File: config.mk
export PLATFORM = sky130hd
export DESIGN_NAME = svm7_seq
export DESIGN_NICKNAME = d
export VERILOG_FILES = /design/src/rtl/svm_pkg.sv /design/src/rtl/svm_rank.sv /design/src/rtl/svm_dwell.sv /design/src/rtl/svm_gate_dec.sv /design/src/rtl/svm7_seq.sv
export SDC_FILE = /design/constraint.sdc
export NUM_CORES = 1
export LEC_CHECK = 0
export BUFFER_PORTS_ARGS = -buffer_cell sky130_fd_sc_hd__buf_2
export CAP_MARGIN = 30
export CORE_UTILIZATION = 45
export DETAILED_ROUTE_END_ITERATION = 7
export GPL_ROUTABILITY_DRIVEN = 0
export GPL_TIMING_DRIVEN = 0
export PLACE_DENSITY = 0.61
export SYNTH_ARGS = -nofsm -noshare
export SYNTH_HDL_FRONTEND = slang
export SYNTH_HIERARCHICAL = 1
export SYNTH_SLANG_ARGS = --single-unit
File: constraint.sdc
create_clock -name clk -period 25.6 [get_ports clk]
set_input_delay 5.12 -clock clk [delete_from_list [all_inputs] [get_ports clk]]
set_output_delay 5.12 -clock clk [all_outputs]
set_load 0.02 [all_outputs]
File: src/rtl/svm_pkg.sv
// Shared types and the level-to-gate code for the seven-level sequencer.
// Assumes three phases and a level range of -3..+3 held in 3-bit signed.
package svm_pkg;
    localparam int NPH     = 3;
    localparam int NVEC    = NPH + 1;
    localparam int IDX_W   = 2;
    localparam int GATE_W  = 5;
    localparam int LVL_MAX = 3;

    typedef logic signed [2:0] lvl_t;

    // Map a phase level onto the five switch enables of one leg.
    function automatic logic [GATE_W-1:0] lvl_to_gates(lvl_t l);
        case (l)
            3'b011:  return 5'b10001;
            3'b010:  return 5'b10010;
            3'b001:  return 5'b10100;
            3'b111:  return 5'b01001;
            3'b110:  return 5'b01010;
            3'b101:  return 5'b01100;
            default: return 5'b00000;
        endcase
    endfunction
endpackage

File: src/rtl/svm_rank.sv
// Ranks the phase fractions, 0 = largest. Equal fractions rank by phase
// index, lowest first, so the result is a strict permutation.
module svm_rank import svm_pkg::*; #(
    parameter int FW = 8
) (
    input  logic [NPH-1:0][FW-1:0]    frac_i,
    output logic [NPH-1:0][IDX_W-1:0] rank_o
);
    for (genvar i = 0; i < NPH; i++) begin : g_ph
        logic [IDX_W-1:0] r;
        // Count the phases that must step before phase i.
        always_comb begin
            r = '0;
            for (int j = 0; j < NPH; j++) begin
                if (j != i && (frac_i[j] > frac_i[i] ||
                               (frac_i[j] == frac_i[i] && j < i)))
                    r = r + 1'b1;
            end
        end
        assign rank_o[i] = r;
    end
endmodule

File: src/rtl/svm_dwell.sv
// Turns the ranked fractions into the cycle offsets where vectors 1..3
// begin. Offset k = floor(T*(1 - f_k)) with f_k the k-th largest fraction;
// the dwells t0..t3 are the gaps between these offsets and T.
module svm_dwell import svm_pkg::*; #(
    parameter int FW         = 8,
    parameter int PERIOD_CYC = 40,
    parameter int BW         = 6
) (
    input  logic [NPH-1:0][FW-1:0]    frac_i,
    input  logic [NPH-1:0][IDX_W-1:0] rank_i,
    output logic [NPH-1:0][BW-1:0]    bnd_o
);
    localparam int PW = BW + FW;

    for (genvar k = 0; k < NPH; k++) begin : g_bnd
        logic [FW-1:0] fs;
        logic [PW-1:0] prod;
        // Pick the fraction that holds rank k.
        always_comb begin
            fs = '0;
            for (int p = 0; p < NPH; p++)
                if (rank_i[p] == IDX_W'(k)) fs = frac_i[p];
        end
        assign prod     = PW'(PERIOD_CYC) * (PW'(2 ** FW) - PW'(fs));
        assign bnd_o[k] = prod[PW-1:FW];
    end
endmodule

File: src/rtl/svm_gate_dec.sv
// Per-phase decode of the current level into the leg's switch enables.
module svm_gate_dec import svm_pkg::*; (
    input  lvl_t [NPH-1:0]             lvl_i,
    output logic [NPH-1:0][GATE_W-1:0] gate_o
);
    for (genvar p = 0; p < NPH; p++) begin : g_dec
        assign gate_o[p] = lvl_to_gates(lvl_i[p]);
    end
endmodule

File: src/rtl/svm7_seq.sv
// Seven-level space vector sequencer. It samples three references at each
// period boundary, plans four vectors plus their start offsets, and plays
// them out against the period counter. Assumes PERIOD_CYC >= 2 and that
// references fit the REF_W-FRAC_W integer field.
module svm7_seq import svm_pkg::*; #(
    parameter int REF_W  = 12,
    parameter int FRAC_W = 8,
    parameter int CLK_HZ = 100_000_000,
    parameter int SW_HZ  = 2000
) (
    input  logic                    clk,
    input  logic                    rst_n,
    input  logic signed [REF_W-1:0] ref_a,
    input  logic signed [REF_W-1:0] ref_b,
    input  logic signed [REF_W-1:0] ref_c,
    output logic [GATE_W-1:0]       gate_a,
    output logic [GATE_W-1:0]       gate_b,
    output logic [GATE_W-1:0]       gate_c,
    output logic                    period_sync,
    output logic                    ovm_flag
);
    localparam int PERIOD_CYC = CLK_HZ / SW_HZ;
    localparam int CW = $clog2(PERIOD_CYC);
    localparam int BW = $clog2(PERIOD_CYC + 1);
    localparam int IW = REF_W - FRAC_W;
    localparam logic signed [IW:0] HI = (IW+1)'(LVL_MAX);
    localparam logic signed [IW:0] LO = -(IW+1)'(LVL_MAX);
    localparam logic signed [REF_W-1:0] LIM_HI = REF_W'(LVL_MAX * (2 ** FRAC_W));
    localparam logic signed [REF_W-1:0] LIM_LO = -LIM_HI;

    logic signed [REF_W-1:0] ref_v [NPH];
    logic signed [IW-1:0]    int_v [NPH];
    logic [NPH-1:0][FRAC_W-1:0] frac_v;
    logic [NPH-1:0][IDX_W-1:0]  rank_v;
    logic [NPH-1:0][BW-1:0]     bnd_d, bnd_q;
    lvl_t [NVEC-1:0][NPH-1:0]   vec_d, vec_q;
    lvl_t [NPH-1:0]             cur_lvl;
    logic [NPH-1:0][GATE_W-1:0] gate_v;
    logic [NPH-1:0]             ovm_ph;
    logic [CW-1:0]              cnt;
    logic [IDX_W-1:0]           idx;
    logic                       last;

    assign ref_v[0] = ref_a;
    assign ref_v[1] = ref_b;
    assign ref_v[2] = ref_c;

    for (genvar p = 0; p < NPH; p++) begin : g_split
        assign int_v[p]  = ref_v[p][REF_W-1:FRAC_W];
        assign frac_v[p] = ref_v[p][FRAC_W-1:0];
        assign ovm_ph[p] = (ref_v[p] > LIM_HI) || (ref_v[p] < LIM_LO);
    end

    svm_rank #(.FW(FRAC_W)) u_rank (
        .frac_i (frac_v),
        .rank_o (rank_v)
    );

    svm_dwell #(.FW(FRAC_W), .PERIOD_CYC(PERIOD_CYC), .BW(BW)) u_dwell (
        .frac_i (frac_v),
        .rank_i (rank_v),
        .bnd_o  (bnd_d)
    );

    // Vector k: integer part plus one on every phase ranked below k, clamped.
    for (genvar k = 0; k < NVEC; k++) begin : g_vec
        for (genvar p = 0; p < NPH; p++) begin : g_ph
            logic signed [IW:0] raw;
            assign raw = $signed({int_v[p][IW-1], int_v[p]}) +
                         $signed({{IW{1'b0}}, (rank_v[p] < IDX_W'(k))});
            assign vec_d[k][p] = (raw > HI) ? lvl_t'(LVL_MAX) :
                                 (raw < LO) ? lvl_t'(-LVL_MAX) : raw[2:0];
        end
    end

    assign last = (cnt == CW'(PERIOD_CYC - 1));

    // Free-running period counter.
    always_ff @(posedge clk) begin
        if (!rst_n)    cnt <= '0;
        else if (last) cnt <= '0;
        else           cnt <= cnt + 1'b1;
    end

    // Latch the next period's plan at the boundary only.
    always_ff @(posedge clk) begin
        if (!rst_n) begin
            vec_q <= '0;
            for (int k = 0; k < NPH; k++) bnd_q[k] <= BW'(PERIOD_CYC);
        end else if (last) begin
            vec_q <= vec_d;
            bnd_q <= bnd_d;
        end
    end

    // Sticky overmodulation flag from the sampled references.
    always_ff @(posedge clk) begin
        if (!rst_n)                 ovm_flag <= 1'b0;
        else if (last && |ovm_ph)   ovm_flag <= 1'b1;
    end

    // Active vector index: number of start offsets already reached.
    always_comb begin
        idx = '0;
        for (int k = 0; k < NPH; k++)
            if (BW'(cnt) >= bnd_q[k]) idx = idx + 1'b1;
    end

    for (genvar p = 0; p < NPH; p++) begin : g_cur
        assign cur_lvl[p] = vec_q[idx][p];
    end

    svm_gate_dec u_dec (
        .lvl_i  (cur_lvl),
        .gate_o (gate_v)
    );

    assign gate_a      = gate_v[0];
    assign gate_b      = gate_v[1];
    assign gate_c      = gate_v[2];
    assign period_sync = (cnt == '0);
endmodule

Word-level counts from Yosys, hierarchy flattened
Cells that the tools add are included.

cells by class
  add/subtract/negate cells = 21
  equality and inequality tests = 28
  multiplexer cells = 47
  multipliers = 3
  bitwise logic cells = 1
  reduce and logical (&&, ||, !) cells = 13
  $lt $le $gt $ge = 52

operator list
  kind                                                                               number
  5-bit one-hot mux with 6 select lines                                              3
  12-bit by 24-bit multiplier with 20-bit output, first input constant               3
  3-bit 2-to-1 mux                                                                   24
  8-bit 2-to-1 mux                                                                   9
  4-bit by 2-bit adder with 5-bit output                                             12
  5-bit by 3-bit greater-than comparator with 1-bit output, second input constant    12
  5-bit by 3-bit less-than comparator with 1-bit output, second input constant       12
  16-bit greater-or-equal comparator                                                 3
  8-bit greater-than comparator                                                      6
  12-bit by 11-bit greater-than comparator with 1-bit output, second input constant  3
  12-bit by 11-bit less-than comparator with 1-bit output, second input constant     3
  9-bit by 8-bit subtractor with 10-bit output, first input constant                 3
  3-bit equality test, second input constant                                         9
  8-bit equality test                                                                3
  9-bit binary-select mux with 2-bit select                                          1
  3-bit by 2-bit equality test with 1-bit output, second input constant              6
  16-bit by 1-bit adder with 16-bit output, second input constant                    1
  16-bit equality test, second input constant                                        1
  16-bit logical NOT                                                                 1
  2-bit by 1-bit less-than comparator with 1-bit output, second input constant       6
  2-bit less-than comparator, second input constant                                  6
  2-bit by 1-bit adder with 2-bit output, second input constant                      5
  2-bit 2-to-1 mux                                                                   5
  3-bit by 1-bit equality test with 1-bit output, second input constant              3
  11 further kinds                                                                   25

storage, ports and cells
  logic and storage cells = 182
  output and inout bits = 17
  register bits = 101
  bits of input ports = 38

Logic depth before layout (Yosys ltp)
  depth after elaboration = 10
  gate-level depth with buffers = 35

Cells and area by module
Netlist, hierarchy kept.

modules (own cells, without submodules)
  module        area an instance (µm²)  instances  cells each  sequential area each (µm²)
  svm7_seq      6862.8                  1          824         2021.9
  svm_dwell     6796.5                  1          817         0.0
  svm_rank      663.1                   1          83          0.0
  svm_gate_dec  112.6                   1          15          0.0

Worst setup path before layout
Ideal clock, no wire load.

  path type = input port to flip-flop
  start point = input ref_a[1]
  end point = register bnd_q[14] (netlist name)
  setup time = 0.141 ns
  buffers on the path = 0
  stages = 32
  setup slack = 13.497 ns
  arrival = 11.962 ns
  cell sequence = inv_1 > ha_1 > nor2b_4 > o211ai_2 > a21oi_2 > o21a_1 > ha_1 > nor2_1 > nand3_1 > a31oi_1 > inv_1 > ha_1 > and3_1 > a41oi_1 > nor3_1 > xor2_1 > ha_1 > ha_1 > ha_1 > inv_1 > fa_1 > fa_1 > inv_1 > ha_1 > a21o_1 > a21o_1 > a21oi_1 > o21ai_0 > a221oi_1 > xnor2_1 > nand2_1 > o211ai_1

RTL lines
  item                  RTL line        RTL
  start, declared       svm7_seq.sv:13  input logic signed [REF_W-1:0] ref_a,
  end signal, assigned  svm7_seq.sv:92  bnd_q <= bnd_d;
  end, declared         svm7_seq.sv:35  logic [NPH-1:0][BW-1:0] bnd_d, bnd_q;

==> metrics.txt <==
fin. max-slew vios 0; H-tree depth 3; DR iter-0 viols 805; routing usage on met1 31.3%; Top FF cell, synth dfxtp_1; CP max-delay cell a31oi_1; post-route ant nets 0; global routing's busiest layer met2; die height 181 µm; root buf cell clkbuf_16; part of the Yosys area used for sequential elements 14.0%; met2 usage 41.3%; CTS tree built; die width 181 µm; Placed Cells incl. Taps 2,195; GR Overflow Total 0; worst r2r path cells 6; fin nets 2,181; Routed WL per cell 17.2 µm; fmax 0.0760 GHz; Worst Max-Slew Pin Slew 834 ps; synthesized flop and latch total 101; Worst Path Required 25,820 ps; HPWL after DPL 30,500 µm; cts hold-fix bufs 0; status complete, no violations; Startpoint Class input pin; fill count 3,166; initial antenna violation count 0; Setup Viol. Count Final 0; Rows 65; critical path type input pin to flip-flop; CTS Sinks 101; Hold WS 461 ps; area added between synthesis and finish 7.58%; Ant. Diodes 0; crit path max fanout 8; share of cells above drive strength 1 8.90%; Worst slew margin 44.4%; Worst Hold Path Cells 2; Arr. time, crit path 13,370 ps; Cells after Synth 1,739; Starting Density 45.7%; Period Utilization, post-route 51.4%; core area 31,600 µm²; most used cell, CP ha_1; Mapped Area 14,400 µm²; WL final 38,100 µm; Via Count 12,500; gr usage total 23.9%; total CTS buffers 9; largest net degree at the start of global routing 20; post-DR vias/cell 5.67; number of synthesized flops with an enable pin 0; die area 32,800 µm²; DRC 0; Yosys cell types 87; first-pass GRT wire length 63,000 µm; clk_lat worst skew 360 ps; Setup Skew 11.3 ps; io pins 55; Setup TNS Final 0 ps; number of global-route vias before repair 12,300; syn_nets 2,116; clk slew on worst S/H paths 80 ps; maximum buffer depth of the clock tree 2; post-CTS resize count 0; CP endpoint kind flip-flop; 1st-pass router iterations 5; final non-filler cell total 2,211; HP Class flip-flop to flip-flop; GRT met3 Usage 2.32%; Max-Cap Viols 0; RSZ-0062 raised after global routing false; number of port buffers 53; asr flop ratio synth 0%; Avg Inst Size Synth 8.30 µm²; postcts setup bufs 0; Hold Fails Final Rpt 0; Max stage delay on crit path 600 ps; Yosys warnings 6; min cycle time layout 13,150 ps
[Yosys cell counts, types with 9 or more instances]
library cell | n | area share, %
nand2_1 | 173 | 4.5
a31oi_1 | 19 | 0.82
nor3_1 | 17 | 0.59
clkbuf_1 | 37 | 0.96
inv_1 | 233 | 6.1
a211oi_1 | 15 | 0.78
nand4_1 | 17 | 0.74
xnor2_1 | 58 | 3.5
buf_4 | 10 | 0.52
mux4_2 | 21 | 3.3
o21ai_0 | 57 | 2.0
o211a_1 | 15 | 1.0
and3_1 | 20 | 0.87
fa_1 | 47 | 6.5
a21oi_1 | 100 | 3.5
nand3_1 | 48 | 1.7
dfxtp_1 | 101 | 14
o21a_1 | 20 | 1.0
xor2_1 | 30 | 1.8
nor2b_1 | 28 | 1.2
a21boi_0 | 39 | 2.0
buf_2 | 9 | 0.31
a21boi_1 | 10 | 0.52
nor2_1 | 80 | 2.1
mux2_2 | 9 | 0.70
ha_1 | 292 | 25
a21o_1 | 25 | 1.3
nor4_1 | 9 | 0.39
and2_1 | 15 | 0.65
nand2b_1 | 10 | 0.43
o211ai_1 | 28 | 1.5
[cell usage in the layout, fill, tap and decap left out, types with 7 or more instances in the layout]
master	Yosys	final
a211oi_1	15	15
a21boi_0	39	39
a21boi_1	10	10
a21o_1	25	25
a21oi_1	100	100
a31oi_1	19	19
and2_1	15	15
and3_1	20	20
and4_1	7	7
buf_2	9	62
buf_4	10	11
buf_6	7	7
clkbuf_1	37	37
clkbuf_16	0	9
dfxtp_1	101	101
fa_1	47	47
ha_1	292	292
inv_1	233	233
mux2_2	9	9
mux4_2	21	21
nand2_1	173	173
nand2b_1	10	10
nand3_1	48	48
nand4_1	17	17
nor2_1	80	80
nor2b_1	28	28
nor3_1	17	17
nor4_1	9	9
o2111ai_1	8	8
o211a_1	15	15
o211ai_1	28	28
o21a_1	20	20
o21ai_0	57	57
xnor2_1	58	58
xor2_1	30	30
[metrics by stage]
stage	area, µm²	utilization (%)	setup WS (ps)
detailed placement	15200	48.2	12140
finish	15500	49.2	12450
CTS	15500	49.2	12530
global route	15500	49.2	11990
floorplan	14400	-	13500
global placement	15200	48.2	11850
[registers in the layout, summed over array words and instances (netlist names)]
register and cells:
bnd_q 48, ovm_flag 1, vec_q 36, cnt 16
[routing by layer]
metal	up-vias	share of wire [%]
li1	6227	-
met1	6027	47
met2	231	48
met3	56	3.1
met4	0	2.5
met5	-	0
[final cells by class]
class                           instances  area, µm²  area share (%)
Buffer                                 69        360            2.32
Multi-Input combinational cell       1336      11200            72.0
Clock inverter                          7       92.6           0.596
Tap cell                              402        503            3.24
Sequential cell                       101       2020            13.0
Clock buffer                            9        225            1.45
Timing Repair Buffer                   54        273            1.76
Inverter                              233        875            5.63
[final timing paths]
path,start,endpoint,slack (ps)
min reg2reg,bnd_q[18]$_SDFFE_PN0P_,bnd_q[18]$_SDFFE_PN0P_,460
max,ref_a[1],bnd_q[14]$_SDFFE_PN1P_,12450
max reg2reg,cnt[12]$_SDFF_PP0_,vec_q[9]$_SDFFE_PN0P_,23030
min,bnd_q[18]$_SDFFE_PN0P_,bnd_q[18]$_SDFFE_PN0P_,460
[critical path: cells and delay by family]
| family | cells | cell delay [ps] |
|---|---|---|
| buf+inv | 5 | 540 |
| xor+xnor | 2 | 500 |
| fa+ha+maj | 9 | 3340 |
| compound gates | 11 | 2660 |
| simple gates | 6 | 1190 |
[cell families after synthesis]
kind of cell	count (synthesis)	share of synthesized area (%)
and+or+nand+nor	464	16.0
AOI/OAI and AO/OA	406	19.4
adders and majority gates	339	31.8
buffers and inverters	302	8.56
DFF	101	14.0
xor gates and xnor gates	91	5.80
muxes	36	4.39
Power is not shown: default switching activity piles up to over one toggle a cycle in this logic, so the estimate is an artifact.
